<file path="src/rtl/spim_pkg.sv">
package spim_pkg;
    localparam int unsigned BYTE_W = 8;

    // register map
    localparam logic [1:0] A_RXD  = 2'd0;
    localparam logic [1:0] A_TXD  = 2'd1;
    localparam logic [1:0] A_DIV  = 2'd2;
    localparam logic [1:0] A_CTRL = 2'd3;

    // control field positions
    localparam int unsigned C_MODE_LO = 14;
    localparam int unsigned C_TXFL    = 13;
    localparam int unsigned C_RXFL    = 12;
    localparam int unsigned C_CONT    = 11;
    localparam int unsigned C_LOOP    = 10;
    localparam int unsigned C_ZFILL   = 7;
    localparam int unsigned C_QSTART  = 6;

    typedef enum logic [2:0] {
        ST_IDLE,
        ST_LEAD,
        ST_HIGH,
        ST_LOW,
        ST_STALL
    } shf_state_t;
endpackage

</file>
<file path="src/rtl/spim_fifo.sv">
module spim_fifo #(
    parameter int unsigned W     = 8,
    parameter int unsigned DEPTH = 4,
    localparam int unsigned AW   = (DEPTH > 1) ? $clog2(DEPTH) : 1,
    localparam int unsigned LW   = $clog2(DEPTH + 1)
) (
    input  logic          clk,
    input  logic          rst_n,
    input  logic          flush,
    input  logic          push,
    input  logic [W-1:0]  wdata,
    input  logic          pop,
    output logic [W-1:0]  head,
    output logic [LW-1:0] level
);
    logic [W-1:0]  mem [DEPTH];
    logic [AW-1:0] wp, rp;
    logic          full, empty, do_push, do_pop;

    assign full    = (level == LW'(DEPTH));
    assign empty   = (level == '0);
    assign do_push = push && !full && !flush;
    assign do_pop  = pop && !empty && !flush;
    assign head    = mem[rp];

    function automatic logic [AW-1:0] nxt_ptr(input logic [AW-1:0] p);
        return (p == AW'(DEPTH - 1)) ? '0 : p + 1'b1;
    endfunction

    always_ff @(posedge clk or negedge rst_n) begin
        if (!rst_n) begin
            wp    <= '0;
            rp    <= '0;
            level <= '0;
        end else if (flush) begin
            wp    <= '0;
            rp    <= '0;
            level <= '0;
        end else begin
            if (do_push) wp <= nxt_ptr(wp);
            if (do_pop)  rp <= nxt_ptr(rp);
            unique case ({do_push, do_pop})
                2'b10:   level <= level + 1'b1;
                2'b01:   level <= level - 1'b1;
                default: level <= level;
            endcase
        end
    end

    always_ff @(posedge clk) begin
        if (do_push) mem[wp] <= wdata;
    end

    // a push into a full queue leaves its level unchanged
    a_r12_full_drops: assert property (@(posedge clk) disable iff (!rst_n)
        (push && full && !pop && !flush) |=> (level == $past(level)));
    // a flush leaves the queue empty on the next cycle
    a_r6_flush_empties: assert property (@(posedge clk) disable iff (!rst_n)
        flush |=> (level == '0));
endmodule

</file>
<file path="src/rtl/spim_shifter.sv">
module spim_shifter
    import spim_pkg::*;
#(
    parameter int unsigned DIV_W = 8,
    localparam int unsigned CW   = DIV_W + 1,
    localparam int unsigned BCW  = $clog2(BYTE_W)
) (
    input  logic              clk,
    input  logic              rst_n,
    input  logic [DIV_W-1:0]  div,
    input  logic              cont,
    input  logic              loop_en,
    input  logic              start_ok,
    input  logic [BYTE_W-1:0] start_byte,
    input  logic              miso,
    output logic              take,
    output logic              done,
    output logic [BYTE_W-1:0] rx_byte,
    output logic              sclk,
    output logic              mosi,
    output logic              cs_n
);
    shf_state_t        state, nxt;
    logic [CW-1:0]     cnt;
    logic [BCW-1:0]    bitc;
    logic [BYTE_W-1:0] tx_sh, rx_sh;
    logic              half_end, stall_end, last_bit, miso_eff;

    assign half_end  = (cnt == {1'b0, div});
    assign stall_end = (cnt == {div, 1'b1});
    assign last_bit  = (bitc == BCW'(BYTE_W - 1));
    assign miso_eff  = loop_en ? tx_sh[BYTE_W-1] : miso;

    // state register
    always_ff @(posedge clk or negedge rst_n) begin
        if (!rst_n) state <= ST_IDLE;
        else        state <= nxt;
    end

    // next state
    always_comb begin
        nxt = state;
        unique case (state)
            ST_IDLE:  if (start_ok) nxt = ST_LEAD;
            ST_LEAD:  if (half_end) nxt = ST_HIGH;
            ST_HIGH:  if (half_end) begin
                          if (!last_bit)            nxt = ST_LOW;
                          else if (cont && start_ok) nxt = ST_LEAD;
                          else                       nxt = ST_STALL;
                      end
            ST_LOW:   if (half_end) nxt = ST_HIGH;
            ST_STALL: if (stall_end) nxt = ST_IDLE;
            default:  nxt = ST_IDLE;
        endcase
    end

    // outputs
    always_comb begin
        sclk = (state == ST_HIGH);
        cs_n = (state == ST_IDLE) || (state == ST_STALL);
        mosi = tx_sh[BYTE_W-1];
        done = (state == ST_HIGH) && half_end && last_bit;
        take = ((state == ST_IDLE) && start_ok) || (done && cont && start_ok);
        rx_byte = rx_sh;
    end

    // datapath
    always_ff @(posedge clk or negedge rst_n) begin
        if (!rst_n) begin
            cnt   <= '0;
            bitc  <= '0;
            tx_sh <= '0;
            rx_sh <= '0;
        end else begin
            cnt <= (nxt != state) ? '0 : cnt + 1'b1;
            if (take) begin
                tx_sh <= start_byte;
                bitc  <= '0;
            end else if ((state == ST_HIGH) && half_end && !last_bit) begin
                tx_sh <= {tx_sh[BYTE_W-2:0], 1'b0};
                bitc  <= bitc + 1'b1;
            end
            if ((nxt == ST_HIGH) && (state != ST_HIGH))
                rx_sh <= {rx_sh[BYTE_W-2:0], miso_eff};
        end
    end

    // the serial clock only toggles inside a selected transfer
    a_r2_sclk_in_frame: assert property (@(posedge clk) disable iff (!rst_n)
        sclk |-> !cs_n);
    // data does not change while the clock is high
    a_r2_mosi_steady: assert property (@(posedge clk) disable iff (!rst_n)
        (sclk && $past(sclk)) |-> $stable(mosi));
    // a byte boundary without continuous mode releases chip select
    a_r10_release: assert property (@(posedge clk) disable iff (!rst_n)
        (done && !cont) |=> cs_n);
endmodule

</file>
<file path="src/rtl/spim_top.sv">
module spim_top
    import spim_pkg::*;
#(
    parameter int unsigned DEPTH     = 4,
    parameter int unsigned DIV_W     = 8,
    parameter logic [7:0]  DIV_RESET = 8'h1B,
    localparam int unsigned LW       = $clog2(DEPTH + 1)
) (
    input  logic        clk,
    input  logic        rst_n,
    input  logic        wr_en,
    input  logic        rd_en,
    input  logic [1:0]  addr,
    input  logic [15:0] wdata,
    output logic [15:0] rdata,
    output logic        sclk,
    output logic        mosi,
    input  logic        miso,
    output logic        cs_n,
    output logic        tx_irq,
    output logic        rx_irq
);
    logic [15:0]       ctrl_q;
    logic [DIV_W-1:0]  div_q;
    logic [BYTE_W-1:0] last_tx, tx_head, rx_head, rx_byte, start_byte, fill;
    logic [LW-1:0]     tx_level, rx_level;
    logic [LW-1:0]     done_cnt;
    logic [1:0]        mode;
    logic              tx_fl, rx_fl, have_data, start_ok, take, done, rd_pend;
    logic              wr_tx, rd_rx;

    assign mode      = ctrl_q[C_MODE_LO +: 2];
    assign tx_fl     = ctrl_q[C_TXFL];
    assign rx_fl     = ctrl_q[C_RXFL];
    assign wr_tx     = wr_en && (addr == A_TXD);
    assign rd_rx     = rd_en && (addr == A_RXD);
    assign have_data = (tx_level != '0) && !tx_fl;
    assign start_ok  = (ctrl_q[C_QSTART] && have_data) || rd_pend;
    assign fill      = ctrl_q[C_ZFILL] ? '0 : last_tx;
    assign start_byte = have_data ? tx_head : fill;

    spim_fifo #(.W(BYTE_W), .DEPTH(DEPTH)) u_txq (
        .clk(clk), .rst_n(rst_n), .flush(tx_fl),
        .push(wr_tx), .wdata(wdata[BYTE_W-1:0]),
        .pop(take && have_data), .head(tx_head), .level(tx_level));

    spim_fifo #(.W(BYTE_W), .DEPTH(DEPTH)) u_rxq (
        .clk(clk), .rst_n(rst_n), .flush(rx_fl),
        .push(done), .wdata(rx_byte),
        .pop(rd_rx), .head(rx_head), .level(rx_level));

    spim_shifter #(.DIV_W(DIV_W)) u_shf (
        .clk(clk), .rst_n(rst_n), .div(div_q),
        .cont(ctrl_q[C_CONT]), .loop_en(ctrl_q[C_LOOP]),
        .start_ok(start_ok), .start_byte(start_byte), .miso(miso),
        .take(take), .done(done), .rx_byte(rx_byte),
        .sclk(sclk), .mosi(mosi), .cs_n(cs_n));

    // registers
    always_ff @(posedge clk or negedge rst_n) begin
        if (!rst_n) begin
            ctrl_q   <= '0;
            div_q    <= DIV_W'(DIV_RESET);
            last_tx  <= '0;
            rd_pend  <= 1'b0;
            done_cnt <= '0;
        end else begin
            if (wr_en && (addr == A_CTRL)) ctrl_q <= wdata;
            if (wr_en && (addr == A_DIV))  div_q  <= wdata[DIV_W-1:0];
            if (take) last_tx <= start_byte;
            if (take)
                rd_pend <= 1'b0;
            else if (rd_rx && rx_fl && !ctrl_q[C_QSTART])
                rd_pend <= 1'b1;
            if (wr_tx)
                done_cnt <= '0;
            else if (done && (done_cnt != LW'(DEPTH)))
                done_cnt <= done_cnt + 1'b1;
        end
    end

    // interrupts and read mux
    always_comb begin
        tx_irq = (done_cnt > LW'(mode));
        rx_irq = !rx_fl && (rx_level > LW'(mode));
        unique case (addr)
            A_RXD:   rdata = {8'h00, (rx_level == '0) ? 8'h00 : rx_head};
            A_DIV:   rdata = 16'(div_q);
            A_CTRL:  rdata = ctrl_q;
            default: rdata = '0;
        endcase
    end

    // a write to the transmit register clears the transmit interrupt
    a_r3_tx_irq_clear: assert property (@(posedge clk) disable iff (!rst_n)
        wr_tx |=> !tx_irq);
    // a receive interrupt needs data in the receive queue
    a_r4_rx_irq_data: assert property (@(posedge clk) disable iff (!rst_n)
        rx_irq |-> (rx_level != '0));
    // a held receive flush keeps the queue empty
    a_r8_rx_flush_empty: assert property (@(posedge clk) disable iff (!rst_n)
        (rx_fl && $past(rx_fl)) |-> (rx_level == '0));
    // a held transmit flush keeps the queue empty
    a_r6_tx_flush_empty: assert property (@(posedge clk) disable iff (!rst_n)
        (tx_fl && $past(tx_fl)) |-> (tx_level == '0));
endmodule

</file>
<file path="config.mk">
export PLATFORM = sky130hd
export DESIGN_NAME = spim_top
export DESIGN_NICKNAME = d
export VERILOG_FILES = /design/src/rtl/spim_pkg.sv /design/src/rtl/spim_fifo.sv /design/src/rtl/spim_shifter.sv /design/src/rtl/spim_top.sv
export SDC_FILE = /design/constraint.sdc
export NUM_CORES = 1
export LEC_CHECK = 0
export BUFFER_PORTS_ARGS = -buffer_cell sky130_fd_sc_hd__buf_2
export CORE_MARGIN = 2
export CORE_UTILIZATION = 40
export CTS_BUF_LIST = sky130_fd_sc_hd__clkbuf_4
export CTS_CLUSTER_DIAMETER = 200
export DETAILED_ROUTE_END_ITERATION = 10
export HOLD_SLACK_MARGIN = 0.06
export PLACE_DENSITY = 0.67
export SLEW_MARGIN = 10
export SYNTH_ARGS = -nofsm -noshare
export SYNTH_HDL_FRONTEND = slang
export SYNTH_HIERARCHICAL = 1
export SYNTH_SLANG_ARGS = --single-unit
</file>
<file path="constraint.sdc">
create_clock -name clk -period 3.7 [get_ports clk]
set_input_delay 0.185 -clock clk [delete_from_list [all_inputs] [get_ports clk]]
set_output_delay 0.185 -clock clk [all_outputs]
set_load 0.03 [all_outputs]
</file>
==> flow_summary.toml <==
[status]
status = "complete, no violations"

[placed_design]
place.gp.congestion = 0.792
port-buffer-count = 43
dpl-instance-area_mm2 = 0.00762
post-dp-hpwl_um = 10200

[timing]
setup_viol = 0
tightest_slew_ns = 1.05
rsz0062_at_grt = "no"
fmax_mhz = 298
clock_skew_ns = 0.0177
final.setup.tns_ns = 0
max_slew_margin_pct = 30.1
drv_slew = 0
min_period_ns = 3.36
finalHoldViolCount = 0
finalCritPeriodShare_pct = 90.8

[yosys]
synth_seq_area_share_pct = 54.8
synth-edff-count = 64
syn_area_mm2 = 0.00722
synth_area_leader_cell = "dfrtp_1"
synth_nets = 571
synthCells = 528
syn-mean-instance-area_um2 = 13.7
ys_warn_count = 6
synth_top_area_share_pct = 26.7
synth_area_leaders = "dfrtp_1, edfxtp_1, mux2_2"
synth_cell_type_count = 73
ys_ff_latch = 145
ys_top_cells_by_count = "dfrtp_1, edfxtp_1, mux2_2, nor2_1"
synthArstFlopShare_pct = 55.9
synth_most_common_cell = "dfrtp_1"
synth_ff_type = "dfrtp_1"

[global_routing]
grt.total_usage_pct = 16.2
grt_max_degree = 82
grt_pass1_wl_um = 24300
grt_overflow = 0
antenna_found_initial = 0
grt_pass1_vias = 4606

[critical_path]
cp_max_fo = 10
cp_data_required_time_ns = 4.15
reg2reg_depth = 14
slowest_delay_ns = 0.55
ff2ff_setup_slack_ns = 0.34
critPathSlowestCell = "dfrtp_1"
worstPathArrival_ns = 3.81
critical_path_class = "reg -> reg"
path_cells = "nor3_1 -> or2_1 -> o21bai_1 -> nand4_1 -> or4_1 -> nand2_2 -> nor3b_4 -> o21ai_2 -> nor3b_2 -> fa_1 -> nor3_1 -> a22o_1 -> a32oi_1 -> a21oi_1"
worstReg2RegEnd = "u_txq/level[2]"
cp-start-kind = "register"
r2r_start = "u_txq/level[0]"
endpoint_kind = "register"
cp_common_cell = "nor3_1"

[finish]
num_antenna_cells = 0
syn_to_final_growth_pct = 12.8
stdcell_area_mm2 = 0.00814
drive_above_1_share_pct = 29.7
finalNetCount = 633
register_area_mm2 = 0.00395
multi_input_area_mm2 = 0.00305
n_fill_cell = 1564

[routing]
vias = 4449
ant_nets = 0
dr.pass1.iters = 4
drc_errors = 0
first_iter_violations = 302
routed_via_density = 5.35
wirelength_um = 15100
wire_per_inst_um = 18.1

[cts]
cts_tree = "done"
ctsLongestPathBuffers = 2
cts_sinks = 145
cts_max_level = 4
cts_root_buf = "clkbuf_4"
cts_buffers = 17
cts.clk_slew.worst_paths_ns = 0.13
cts_resized = 0
clk_latency_ns = 0.55

[min_path]
hold_path_end = "div_q[3]"
hp-class = "in -> reg"
min-delay-start = "wr_en"
holdPathStages = 3

[die]
dieArea_mm2 = 0.0191
rows = 49
dieWidth_um = 138
core-area_mm2 = 0.0178
die_y_um = 138
num_io_pins = 44
initial_core_util_pct = 40.5

[power]
vdd_ir_drop_max_v = 0.000293
total_power_uw = 3920
p_leak_uw = 0.00343
p_per_area_mw_per_mm2 = 482

[flow_run]
maxCapViolCount = 0
[per-stage QoR]
step	utilization (%)	hold WS, ns	cells	setup slack [ns]
2_1_floorplan	-	-0.111	528	0.0310
3_3_place_gp	42.7	0.419	782	0.460
3_5_place_dp	42.7	0.421	782	0.388
4_1_cts	45.6	0.105	832	0.382
5_1_grt	45.6	0.101	832	0.0179
6_report	45.6	0.137	832	0.340
[flip-flops by register name, summed over array words and instances (netlist names), 3 cells and up]
| signal | cells |
|---|---|
| u_rxq/mem | 32 |
| u_txq/mem | 32 |
| ctrl_q | 16 |
| u_shf/cnt | 9 |
| div_q | 8 |
| last_tx | 8 |
| u_shf/rx_byte | 8 |
| u_shf/tx_sh | 8 |
| done_cnt | 3 |
| u_rxq/level | 3 |
| u_shf/bitc | 3 |
| u_shf/state | 3 |
| u_txq/level | 3 |
[metal layers]
layer	up-vias	global-route usage (%)	share of wire (%)
li1	2087	-	-
met1	2268	21.0	45
met2	84	27.3	50
met3	10	3.81	3.9
met4	0	4.83	0.93
met5	-	0	0
[worst max path at each step]
stage	slack, ns	to	cells after the start	from
final	0.34	u_txq/level[2]	14	u_txq/level[0]
after global routing	0.02	u_txq/level[2]	14	u_txq/level[0]
after CTS	0.38	u_txq/level[2]	12	u_shf/cnt[4]
after detailed placement	0.39	u_txq/level[2]	12	div_q[4]
after global placement	0.46	u_txq/level[1]	11	div_q[4]
after floorplan	0.03	u_txq/level[1]	15	u_shf/cnt[4]
[timing repair]
item / in CTS / in global routing
buffers inserted: 0 / 0
hold buffers: 18 / 0
hold endpoints to repair: 134 / 0
[cells by family after synthesis]
family,share of synthesized area (%)
AOI/OAI and AO/OA,7.70
DFF,54.8
buffers and inverters,3.22
adders and majority gates,3.68
and+or+nand+nor,12.5
xor gates and xnor gates,3.88
muxes,14.2
[power by group]
part	internal [µW]	total, µW	switching [µW]
logic	332	724	393
registers	1830	2020	194
clock network	619	1180	557
total	2780	3920	1140
[cells in the final DEF (no fill, tap or decap), types with 4 or more instances in the layout]
cell / synthesis / final
nand2b_1: 7 / 7
a21oi_1: 14 / 14
mux2_2: 39 / 39
bufinv_16: 0 / 5
edfxtp_1: 64 / 64
and2_1: 10 / 10
inv_1: 14 / 14
a221o_1: 5 / 5
clkbuf_4: 0 / 20
nor2_1: 38 / 38
nor3_1: 7 / 7
dfstp_2: 4 / 4
a22o_1: 17 / 17
o21ai_0: 7 / 7
xor2_1: 20 / 20
dfrtp_1: 77 / 77
nand3_1: 10 / 10
nand2_1: 20 / 20
buf_2: 7 / 42
ha_1: 18 / 18
mux4_2: 16 / 16
nor2b_1: 13 / 13
xnor2_1: 12 / 12
dlygate4sd3_1: 0 / 18
mux2_4: 11 / 11
and3_1: 9 / 9
mux2i_1: 6 / 6
buf_4: 4 / 9
[critical path, delay by kind of cell, from the launching register on]
kind                       cells  cell delay (ns)
AOI/OAI and AO/OA              5             0.90
DFF                            1             0.55
and+or+nand+nor                8             1.55
adders and majority gates      1             0.28
[final cells by class]
type	instances	share of cell area, %
clock buffers	20	1.85
multi-input cells	343	37.4
inverters	14	0.646
flip-flops and latches	145	48.6
well taps	229	3.52
repair buffers	69	5.63
clock inverters	12	2.34
Note: power is estimated with default switching activity, not from simulation.
